$ cat src/rtl/ctlEpPkg.sv
package ctlEpPkg;
  localparam int ModeW    = 4;
  localparam int RegW     = ModeW + 4;
  localparam int AckBit   = ModeW;
  localparam int OutBit   = ModeW + 1;
  localparam int InBit    = ModeW + 2;
  localparam int SetupBit = ModeW + 3;

  typedef enum logic [1:0] {
    TokSetup = 2'd0,
    TokIn    = 2'd1,
    TokOut   = 2'd2,
    TokNone  = 2'd3
  } tokKindT;

  typedef struct packed {
    logic setSetupFlag;
    logic setInFlag;
    logic setOutFlag;
    logic setAckFlag;
    logic forceSetupNow;
    logic wrLow;
    logic wrTop;
  } ctlStrobeT;
endpackage

$ cat src/rtl/ctlEpControl.sv
module ctlEpControl
  import ctlEpPkg::*;
(
  input  logic       clk,
  input  logic       rstN,
  input  logic       sieTokenDone,
  input  logic [1:0] sieTokenKind,
  input  logic       sieDataStart,
  input  logic       sieAckSent,
  input  logic       sieXferEnd,
  input  logic       cpuWr,
  input  logic       cpuRd,
  output ctlStrobeT  strobe,
  output logic       windowOpen,
  output logic       setupPinned,
  output logic       locked
);
  tokKindT curKind;
  logic    ackSeen;
  logic    windowQ;
  logic    pinQ;
  logic    lockQ;
  logic    setupStart;

  assign setupStart = sieDataStart && (curKind == TokSetup);

  always_ff @(posedge clk) begin
    if (!rstN) begin
      curKind <= TokNone;
      ackSeen <= 1'b0;
      windowQ <= 1'b0;
      pinQ    <= 1'b0;
      lockQ   <= 1'b0;
    end else begin
      if (sieTokenDone) begin
        curKind <= tokKindT'(sieTokenKind);
        ackSeen <= 1'b0;
      end else if (sieAckSent) begin
        ackSeen <= 1'b1;
      end

      if (setupStart)      windowQ <= 1'b1;
      else if (sieAckSent) windowQ <= 1'b0;

      if (setupStart)               pinQ <= 1'b1;
      else if (cpuRd && !windowQ)   pinQ <= 1'b0;

      if (sieXferEnd) lockQ <= 1'b1;
      else if (cpuRd) lockQ <= 1'b0;
    end
  end

  always_comb begin
    strobe               = '0;
    strobe.setSetupFlag  = sieXferEnd && (curKind == TokSetup);
    strobe.setInFlag     = sieXferEnd && (curKind == TokIn);
    strobe.setOutFlag    = sieXferEnd && (curKind == TokOut);
    strobe.setAckFlag    = sieXferEnd && (ackSeen || sieAckSent);
    strobe.forceSetupNow = setupStart;
    strobe.wrLow         = cpuWr && !lockQ && !sieXferEnd;
    strobe.wrTop         = cpuWr && !windowQ && !pinQ && !setupStart;
  end

  assign windowOpen  = windowQ;
  assign setupPinned = pinQ;
  assign locked      = lockQ;

  // an update always leaves the byte locked
  assert_update_locks_R5: assert property (@(posedge clk) disable iff (!rstN)
    sieXferEnd |=> lockQ);
  // a lone read releases the lock
  assert_read_unlocks_R6: assert property (@(posedge clk) disable iff (!rstN)
    (cpuRd && !sieXferEnd) |=> !lockQ);
  // the pin cannot drop without a read
  assert_pin_needs_read_R8: assert property (@(posedge clk) disable iff (!rstN)
    $fell(pinQ) |-> $past(cpuRd));
endmodule

$ cat src/rtl/ctlEpDatapath.sv
module ctlEpDatapath
  import ctlEpPkg::*;
(
  input  logic            clk,
  input  logic            rstN,
  input  ctlStrobeT       strobe,
  input  logic [RegW-1:0] cpuWrData,
  output logic [RegW-1:0] regQ
);
  logic anyFlag;
  assign anyFlag = strobe.setSetupFlag | strobe.setInFlag | strobe.setOutFlag;

  always_ff @(posedge clk) begin
    if (!rstN) begin
      regQ <= '0;
    end else begin
      if (strobe.wrLow) regQ[SetupBit-1:0] <= cpuWrData[SetupBit-1:0];
      if (strobe.wrTop) regQ[SetupBit]     <= cpuWrData[SetupBit];
      if (strobe.setInFlag)  regQ[InBit]  <= 1'b1;
      if (strobe.setOutFlag) regQ[OutBit] <= 1'b1;
      if (strobe.setAckFlag) regQ[AckBit] <= 1'b1;
      if (strobe.setSetupFlag || strobe.forceSetupNow) regQ[SetupBit] <= 1'b1;
    end
  end

  // the start of a SETUP data phase raises bit 7
  assert_setup_forced_R7: assert property (@(posedge clk) disable iff (!rstN)
    strobe.forceSetupNow |=> regQ[SetupBit]);
  // one update adds at most one token flag
  assert_one_flag_R2: assert property (@(posedge clk) disable iff (!rstN)
    anyFlag |=> ($countones(regQ[SetupBit:OutBit] & ~$past(regQ[SetupBit:OutBit])) <= 1));
endmodule

$ cat src/rtl/ctlEpStatusReg.sv
module ctlEpStatusReg
  import ctlEpPkg::*;
(
  input  logic       clk,
  input  logic       rstN,
  input  logic       sieTokenDone,
  input  logic [1:0] sieTokenKind,
  input  logic       sieDataStart,
  input  logic       sieAckSent,
  input  logic       sieXferEnd,
  input  logic       cpuWr,
  input  logic [7:0] cpuWrData,
  input  logic       cpuRd,
  output logic [7:0] cpuRdData,
  output logic       fifoWrBlock
);
  ctlStrobeT       strobe;
  logic            windowOpen;
  logic            setupPinned;
  logic            locked;
  logic [RegW-1:0] regQ;

  ctlEpControl i_ctl (
    .clk(clk), .rstN(rstN),
    .sieTokenDone(sieTokenDone), .sieTokenKind(sieTokenKind),
    .sieDataStart(sieDataStart), .sieAckSent(sieAckSent), .sieXferEnd(sieXferEnd),
    .cpuWr(cpuWr), .cpuRd(cpuRd),
    .strobe(strobe), .windowOpen(windowOpen), .setupPinned(setupPinned), .locked(locked)
  );

  ctlEpDatapath i_dp (
    .clk(clk), .rstN(rstN), .strobe(strobe), .cpuWrData(cpuWrData), .regQ(regQ)
  );

  assign cpuRdData   = regQ;
  assign fifoWrBlock = regQ[SetupBit];

  // a write against a locked byte leaves bits 6..0 untouched
  assert_locked_write_ignored_R5: assert property (@(posedge clk) disable iff (!rstN)
    (locked && cpuWr && !sieXferEnd) |=> $stable(regQ[SetupBit-1:0]));
  // the FIFO is blocked throughout the SETUP window
  assert_fifo_block_window_R9: assert property (@(posedge clk) disable iff (!rstN)
    windowOpen |-> fifoWrBlock);
  // the inhibit only falls after an unpinned CPU write of zero
  assert_setup_clear_R8: assert property (@(posedge clk) disable iff (!rstN)
    $fell(fifoWrBlock) |-> ($past(cpuWr) && !$past(cpuWrData[SetupBit]) && !$past(setupPinned)));
endmodule

$ cat config.mk
export PLATFORM = sky130hd
export DESIGN_NAME = ctlEpStatusReg
export DESIGN_NICKNAME = d
export VERILOG_FILES = /design/src/rtl/ctlEpPkg.sv /design/src/rtl/ctlEpControl.sv /design/src/rtl/ctlEpDatapath.sv /design/src/rtl/ctlEpStatusReg.sv
export SDC_FILE = /design/constraint.sdc
export NUM_CORES = 1
export LEC_CHECK = 0
export ABC_AREA = 1
export BUFFER_PORTS_ARGS = -buffer_cell sky130_fd_sc_hd__buf_2
export CAP_MARGIN = 20
export CORE_UTILIZATION = 44
export CTS_CLUSTER_SIZE = 10
export DETAILED_ROUTE_END_ITERATION = 7
export HOLD_SLACK_MARGIN = 0.12
export PLACE_DENSITY = 0.75
export SYNTH_ARGS = -nofsm -noshare
export SYNTH_HDL_FRONTEND = slang
export SYNTH_HIERARCHICAL = 1
export SYNTH_SLANG_ARGS = --single-unit
$ cat constraint.sdc
create_clock -name clk -period 1.2 [get_ports clk]
set_input_delay 0.12 -clock clk [delete_from_list [all_inputs] [get_ports clk]]
set_output_delay 0.12 -clock clk [all_outputs]
set_load 0.05 [all_outputs]
==> results of run 1 <==
[cells by family (layout without fill, tap and decap cells)]
family | Yosys count | after routing | share of synthesized area
simple gates | 46 | 46 | 0.303
compound gates | 11 | 11 | 0.0998
flops | 14 | 14 | 0.447
buf+inv | 21 | 59 | 0.150
[sequential cells by signal (all words and copies together), names as in the netlist]
name and count:
i_dp/regQ 8, i_ctl/curKind 2, i_ctl/ackSeen 1, i_ctl/locked 1
i_ctl/setupPinned 1, i_ctl/windowOpen 1
[synth_stat cells]
cell	instances	area share
o21ai_0	6	0.048
nand3_1	1	0.0080
nor3_1	3	0.024
nor2_2	2	0.020
buf_4	2	0.024
a21oi_2	2	0.028
inv_2	2	0.012
nand2_1	14	0.084
inv_1	16	0.096
nand2_2	3	0.030
nor2_1	23	0.14
buf_6	1	0.018
dfxtp_1	14	0.45
a21oi_1	3	0.024
[area by class of cell]
cell class | count | area share
clock buffer | 3 | 0.0254
inverter | 18 | 0.0762
multi-input combinational | 57 | 0.285
sequential | 14 | 0.316
tap | 15 | 0.0212
timing repair buffer | 38 | 0.276
[metal layers]
metal,up-vias,track usage,part of all wire
met5,-,0,0
met4,0,0.129,0.0091
met3,2,0.0511,0.036
met2,15,0.316,0.50
met1,256,0.224,0.46
li1,348,-,-
[metrics by stage]
| stage | hold slack (ns) | util | std cells | power [mW] |
|---|---|---|---|---|
| floorplan | 0.199 | - | 92 | 0.672 |
| global placement | 0.332 | 0.580 | 132 | 0.730 |
| detailed placement | 0.350 | 0.580 | 132 | 0.735 |
| CTS | 0.133 | 0.673 | 145 | 1.02 |
| global route | 0.130 | 0.673 | 145 | 1.08 |
| finish | 0.139 | 0.673 | 145 | 1.01 |
[cells in the final DEF (no fill, tap or decap), types with 3 or more instances in the layout]
cell           synthesis  final
dfxtp_1               14     14
dlygate4sd3_1          0     10
buf_2                  0     26
nor3_1                 3      3
clkbuf_4               0      3
a21oi_1                3      3
nand2_1               14     14
inv_1                 16     16
nor2_1                23     23
nand2_2                3      3
o21ai_0                6      6
[how the worst max path moves through the flow]
stage	from	cells after the start	slack (ns)	to
after floorplan	i_dp/regQ[7]$_SDFFE_PN0P_	1	0.17	fifoWrBlock
after global placement	i_ctl/curKind[0]$_SDFFE_PN1P_	9	0.23	i_dp/regQ[7]$_SDFFE_PN0P_
after detailed placement	i_ctl/curKind[0]$_SDFFE_PN1P_	9	0.18	i_dp/regQ[7]$_SDFFE_PN0P_
after CTS	i_dp/regQ[7]$_SDFFE_PN0P_	1	0.17	cpuRdData[7]
after global routing	i_ctl/curKind[0]$_SDFFE_PN1P_	9	0.03	i_dp/regQ[7]$_SDFFE_PN0P_
final	rstN	5	0.17	i_ctl/curKind[1]$_SDFFE_PN1P_
[worst reg2reg max path: cells and delay by family (launching register included)]
family / cells / cell delay, ns
buffers and inverters: 3 / 0.13
DFF: 1 / 0.41
and+or+nand+nor: 6 / 0.40
[power breakdown]
| group | switching [mW] | internal [mW] | total, mW |
|---|---|---|---|
| sequential | 0.0162 | 0.493 | 0.509 |
| combinational | 0.150 | 0.0891 | 0.240 |
| clock | 0.144 | 0.116 | 0.260 |
| total | 0.310 | 0.698 | 1.01 |
[timing repair]
action                    CTS  global route
hold buffers               10             0
hold endpoints to repair   10             0
buffers inserted            0             0
gates resized for setup     0             0
==> results.toml, run 1 <==
[run]
maxCapViolCount = 0

[setup_path]
crit_type = "in2reg"
cpMaxStageDelayCell = "dlygate4sd3_1"
arrival_ns = 1.20
cp_num_buf_inv = 3
r2r-end = "i_dp/regQ[7]$_SDFFE_PN0P_"
slowest_delay_ns = 0.53
worst_path_dominant_cell_family = "buffers and inverters"
endpoint_kind = "register"
crit_chain = "dlygate4sd3_1, buf_2, inv_1, a21oi_1, o21ai_0"
reg2reg_slack_ns = 0.18
start_kind = "input port"
r2r_start = "i_ctl/curKind[0]$_SDFFE_PN1P_"
path_max_fanout = 7
worstPathRequired_ns = 1.36
rr_worst_depth = 9

[timing]
worst_slack_ns = 0.167
tns_ns = 0
slew_headroom = 0.835
max_freq_ghz = 0.968
rsz0062_at_grt = "false"
timing.final.hold_violations = 0
finalMaxSlewViolations = 0
post-route-period-util = 0.861
finalCriticalPeriod_ns = 1.03
final-setup-viol-count = 0
skew_ns = 0.00153
worst_pin_slew_ns = 0.250

[die]
die-height_um = 39.7
start_util = 0.476
coreArea_mm2 = 0.00132
fp.dieW_um = 39.7
rows = 13
die-area_mm2 = 0.00158
num_io_pins = 27

[worst_hold_path]
hp-class = "in2reg"
min_to = "i_ctl/windowOpen$_SDFFE_PN0P_"
whs_path_depth = 3
hp-start = "sieDataStart"

[detailed_routing]
drt_iter0_drc = 8
vias = 621
drc = 0
avgViaCountPerCell = 4.28
wl_per_cell_um = 9.10
wl_mm = 1.32
ant_nets = 0
drt_first_pass_iters = 4

[synth]
ys_seq_area_frac = 0.447
synth_nets = 110
synth_area_um2 = 627
synth_cell_type_count = 14
yosysWarningCount = 6
syn_inst = 92
synth_area_per_cell_um2 = 6.81
ys_ff_latch = 14

[final_layout]
register_area_um2 = 280
syn_to_final_growth_pct = 41.5
drive_above_1_share = 0.308
stdcell_area_um2 = 887
diodes = 0
nFillCells = 125
nNetsFinal = 150
multiInputGateArea_um2 = 253

[grt]
antenna_found_initial = 0
grt_pass1_wl_mm = 1.97
grt_max_degree = 12
track_usage = 0.196
gr-total-overflow = 0
grt_pass1_vias = 487

[cts]
h-tree-depth = 1
clockBufferDepth = 2
clock_latency_ns = 0.27
path_clk_slew_ns = 0.08
cts_sinks = 14
clockRootBuffer = "clkbuf_4"
cts_tree = "built"
cts_made_buffers = 3

[placed_design]
globalplace.congestion = 0.725
hpwl_um = 904
io_buffers = 26
pre_cts_slack_ns = 0.184
placed_cell_area_um2 = 764

[power]
ir_worst_vdd_uv = 714
p_leak_nw = 0.489
power_density_mw_per_mm2 = 1140

[run_status]
outcome = "finished, final reports clean"
(Power assumes the default switching activity.)
==> run 2, diff against run 1 <==
==> constraint.sdc (replaced) <==
create_clock -name clk -period 1.2 [get_ports clk]
set_input_delay 0.3 -clock clk [delete_from_list [all_inputs] [get_ports clk]]
set_output_delay 0.3 -clock clk [all_outputs]
set_load 0.05 [all_outputs]
==> results.toml, run 2 (same netlist as run 1, synthesis figures left out) <==
[run_status]
outcome = "finished, final reports clean"

[worst_hold_path]
hp-start = "sieTokenKind[1]"
hp-class = "in2reg"
min_to = "i_ctl/curKind[1]$_SDFFE_PN1P_"
whs_path_depth = 3

[final_layout]
largest_reg_flops = 8
final_cell_mix = "nor2_1, buf_2, inv_1, nand2_1, dfxtp_1"
top_register = "i_dp/regQ"
final_common_cell = "nor2_1"
utilization = 0.620
diodes = 0
nNetsFinal = 140
largestRegisters = "i_dp/regQ x8, i_ctl/curKind x2"
syn_to_final_growth_pct = 30.3
nFillCells = 121
drive_above_1_share = 0.347
stdcell_area_um2 = 817
stdcell_count = 136

[die]
rows = 13
coreArea_mm2 = 0.00132
num_io_pins = 27
start_util = 0.476
die-height_um = 39.7
fp.dieW_um = 39.7
die-area_mm2 = 0.00158

[setup_path]
endpoint_kind = "primary output"
reg2reg_slack_ns = 0.15
worstPathRequired_ns = 0.90
arrival_ns = 0.86
worst_path_dominant_cell_family = "flip-flops"
start_kind = "register"
slowest_delay_ns = 0.33
cpMaxStageDelayCell = "dfxtp_1"
cp_num_buf_inv = 1
crit_type = "reg2out"
r2r_start = "i_ctl/curKind[0]$_SDFFE_PN1P_"
path_max_fanout = 2
startpoint = "i_dp/regQ[0]$_SDFFE_PN0P_"
r2r-end = "i_dp/regQ[7]$_SDFFE_PN0P_"
rr_worst_depth = 9
crit_chain = "buf_2"

[cts]
clockBufferDepth = 2
h-tree-depth = 1
clockRootBuffer = "clkbuf_4"
cts_made_buffers = 3
postCtsSetupRepairBufs = 0
clock_latency_ns = 0.27
cts_repair_resize_count = 0
cts_tree = "built"
path_clk_slew_ns = 0.08
cts_sinks = 14
ctsHoldBuffers = 0

[placed_design]
globalplace.congestion = 0.758
placed_cell_area_um2 = 766
pre_cts_slack_ns = 0.0775
hpwl_um = 939
dp.cells = 132
io_buffers = 26

[timing]
finalMaxSlewViolations = 0
worst_slack_ns = 0.0394
rsz0062_at_grt = "true"
slew_headroom = 0.837
timing.final.hold_violations = 0
final-setup-viol-count = 0
post-route-period-util = 0.967
tns_ns = 0
finalCriticalPeriod_ns = 1.16
worst_pin_slew_ns = 0.246
skew_ns = 0.000361
max_freq_ghz = 0.862

[power]
power_density_mw_per_mm2 = 1310
seqPwrFrac = 0.480
ir_worst_vdd_uv = 888
pwr-share-comb = 0.208
intPower_mw = 0.752
switchingPower_mw = 0.314
clock_power_share = 0.313
p_leak_nw = 0.453
switching_share = 0.295

[grt]
antenna_found_initial = 0
track_usage = 0.173
grt_pass1_wl_mm = 1.78
gr-total-overflow = 0
grt_pass1_vias = 446
grt_max_degree = 12

[detailed_routing]
wl_mm = 1.24
ant_nets = 0
wl_per_cell_um = 9.13
vias = 588
drt_iter0_drc = 9
avgViaCountPerCell = 4.32
drc = 0
drt_first_pass_iters = 4

[run]
maxCapViolCount = 0
run 2: how the worst max path moves through the flow:
stage	cells past startpoint	slack, ns	to
global route	1	-0.008	cpuRdData[7]
detailed placement	8	0.08	i_dp/regQ[3]$_SDFFE_PN0P_
CTS	1	0.02	cpuRdData[5]
floorplan	1	0.17	fifoWrBlock
global placement	8	0.13	i_dp/regQ[3]$_SDFFE_PN0P_
finish	1	0.04	cpuRdData[0]
run 2: power groups by stage:
stage               clock, mW  combinational, mW  sequential, mW
global placement            0              0.212           0.521
CTS                     0.341              0.215           0.511
global route            0.363              0.242           0.516
finish                  0.334              0.221           0.512
detailed placement          0              0.215           0.521
floorplan                   0             0.0850           0.587
run 2: per-stage QoR:
step | hold slack [ns] | power (mW)
after floorplan | 0.379 | 0.672
after global placement | 0.457 | 0.733
after detailed placement | 0.458 | 0.736
after CTS | 0.231 | 1.07
after global routing | 0.245 | 1.12
final | 0.235 | 1.07
run 2: area by class of cell:
cell class	instances	area [um2]	share of cell area
clock buffer	4	36.3	0.0444
tap	15	18.8	0.0230
inverter	18	67.6	0.0827
multi-input combinational	57	253	0.309
timing repair buffer	28	160	0.196
sequential	14	282	0.345
run 2: routing by layer:
layer  wire length, um  GRT usage  vias to the layer above  share of wire
li1                  -          -                      330              -
met5                 0          0                        -              0
met2               585      0.262                       13           0.47
met1               581      0.221                      243           0.47
met3                61     0.0511                        2          0.049
met4                12     0.0776                        0         0.0097
==> run 3, diff against run 2 <==
- CAP_MARGIN: 20 -> 5
- CTS_BUF_LIST: default -> sky130_fd_sc_hd__clkbuf_16
==> results.toml, run 3 (same netlist as run 1, synthesis figures left out) <==
[setup_path]
cpMaxStageDelayCell = "dfxtp_1"
endpoint_kind = "primary output"
slowest_delay_ns = 0.33
worstPathRequired_ns = 0.90
crit_chain = "buf_2"
path_max_fanout = 2
worst_path_dominant_cell_family = "flip-flops"
cp_num_buf_inv = 1
start_kind = "register"
arrival_ns = 0.83
crit_type = "reg2out"

[placed_design]
io_buffers = 26
hpwl_um = 939
placed_cell_area_um2 = 766
globalplace.congestion = 0.758

[final_layout]
largest_reg_flops = 8
stdcell_area_um2 = 845
largestRegisters = "i_dp/regQ x8, i_ctl/curKind x2"
final_cell_mix = "buf_2, nor2_1, inv_1, nand2_1, dfxtp_1"
top_register = "i_dp/regQ"
nNetsFinal = 140
final_common_cell = "buf_2"
diodes = 0
drive_above_1_share = 0.339
syn_to_final_growth_pct = 34.7

[timing]
final-setup-viol-count = 0
slew_headroom = 0.830
max_freq_ghz = 0.885
finalCriticalPeriod_ns = 1.13
post-route-period-util = 0.942
skew_ns = 0.00184
timing.final.hold_violations = 0
worst_pin_slew_ns = 0.257
rsz0062_at_grt = "false"
tns_ns = 0
finalMaxSlewViolations = 0

[grt]
track_usage = 0.188
grt_max_degree = 12
grt_pass1_wl_mm = 1.88
antenna_found_initial = 0
grt_pass1_vias = 481
gr-total-overflow = 0

[cts]
h-tree-depth = 1
postCtsSetupRepairBufs = 0
clock_latency_ns = 0.24
cts_sinks = 14
cts_made_buffers = 3
clockBufferDepth = 2
path_clk_slew_ns = 0.05
cts_repair_resize_count = 0
ctsHoldBuffers = 0
cts_tree = "built"
clockRootBuffer = "clkbuf_16"

[die]
num_io_pins = 27
start_util = 0.476
die-area_mm2 = 0.00158
fp.dieW_um = 39.7
coreArea_mm2 = 0.00132
die-height_um = 39.7
rows = 13

[power]
ir_worst_vdd_uv = 991
power_density_mw_per_mm2 = 1600
p_leak_nw = 0.472

[run_status]
outcome = "finished, final reports clean"

[detailed_routing]
drt_first_pass_iters = 4
drt_iter0_drc = 13
avgViaCountPerCell = 4.52
ant_nets = 0
wl_mm = 1.35
drc = 0
wl_per_cell_um = 9.90
vias = 615

[run]
maxCapViolCount = 0

[worst_hold_path]
hp-class = "in2reg"
-- run 3: cell types whose count changed in the layout (fill, tap and decap cells not counted) --
cell       before  now
buf_2          20   26
clkbuf_4        9    0
clkbuf_16       0    3
clkinv_1        0    1
clkbuf_8        1    0
-- run 3: final cells by class --
type / instances / area [um2]
fillers: 113 / 473
flip-flops and latches: 14 / 282
multi-input cells: 57 / 253
repair buffers: 28 / 145
clock buffers: 3 / 75.1
inverters: 18 / 67.6
well taps: 15 / 18.8
clock inverters: 1 / 3.75
-- run 3: worst paths after layout --
check	slack (ns)	from	depth (start not counted)	endpoint
min	0.27	sieTokenKind[1]	3	i_ctl/curKind[1]$_SDFFE_PN1P_
max	0.07	i_dp/regQ[6]$_SDFFE_PN0P_	1	cpuRdData[6]
max reg2reg	0.16	i_ctl/curKind[0]$_SDFFE_PN1P_	9	i_dp/regQ[7]$_SDFFE_PN0P_
min reg2reg	0.47	i_ctl/locked$_SDFFE_PN0P_	2	i_ctl/locked$_SDFFE_PN0P_
-- run 3: report_power, final --
part	internal, mW	switching (mW)
clock network	0.440	0.184
registers	0.496	0.0175
logic	0.0679	0.149
total	1.00	0.351
-- run 3: stage by stage --
stage	setup WS (ns)	total power, mW	cells	hold WS [ns]	utilization
3_3_place_gp	0.126	0.733	132	0.457	0.581
2_1_floorplan	0.171	0.672	92	0.379	-
3_5_place_dp	0.0775	0.736	132	0.458	0.581
5_1_grt	0.0432	1.41	136	0.291	0.641
6_report	0.0701	1.35	136	0.271	0.641
4_1_cts	0.0702	1.37	136	0.270	0.641
-- run 3: layer usage --
layer  vias to the layer above  GRT usage  wire length (um)
met3                         2     0.0511                80
met2                        21      0.307               664
met1                       262      0.208               586
met5                         -          0                 0
li1                        330          -                 -
met4                         0      0.129                15
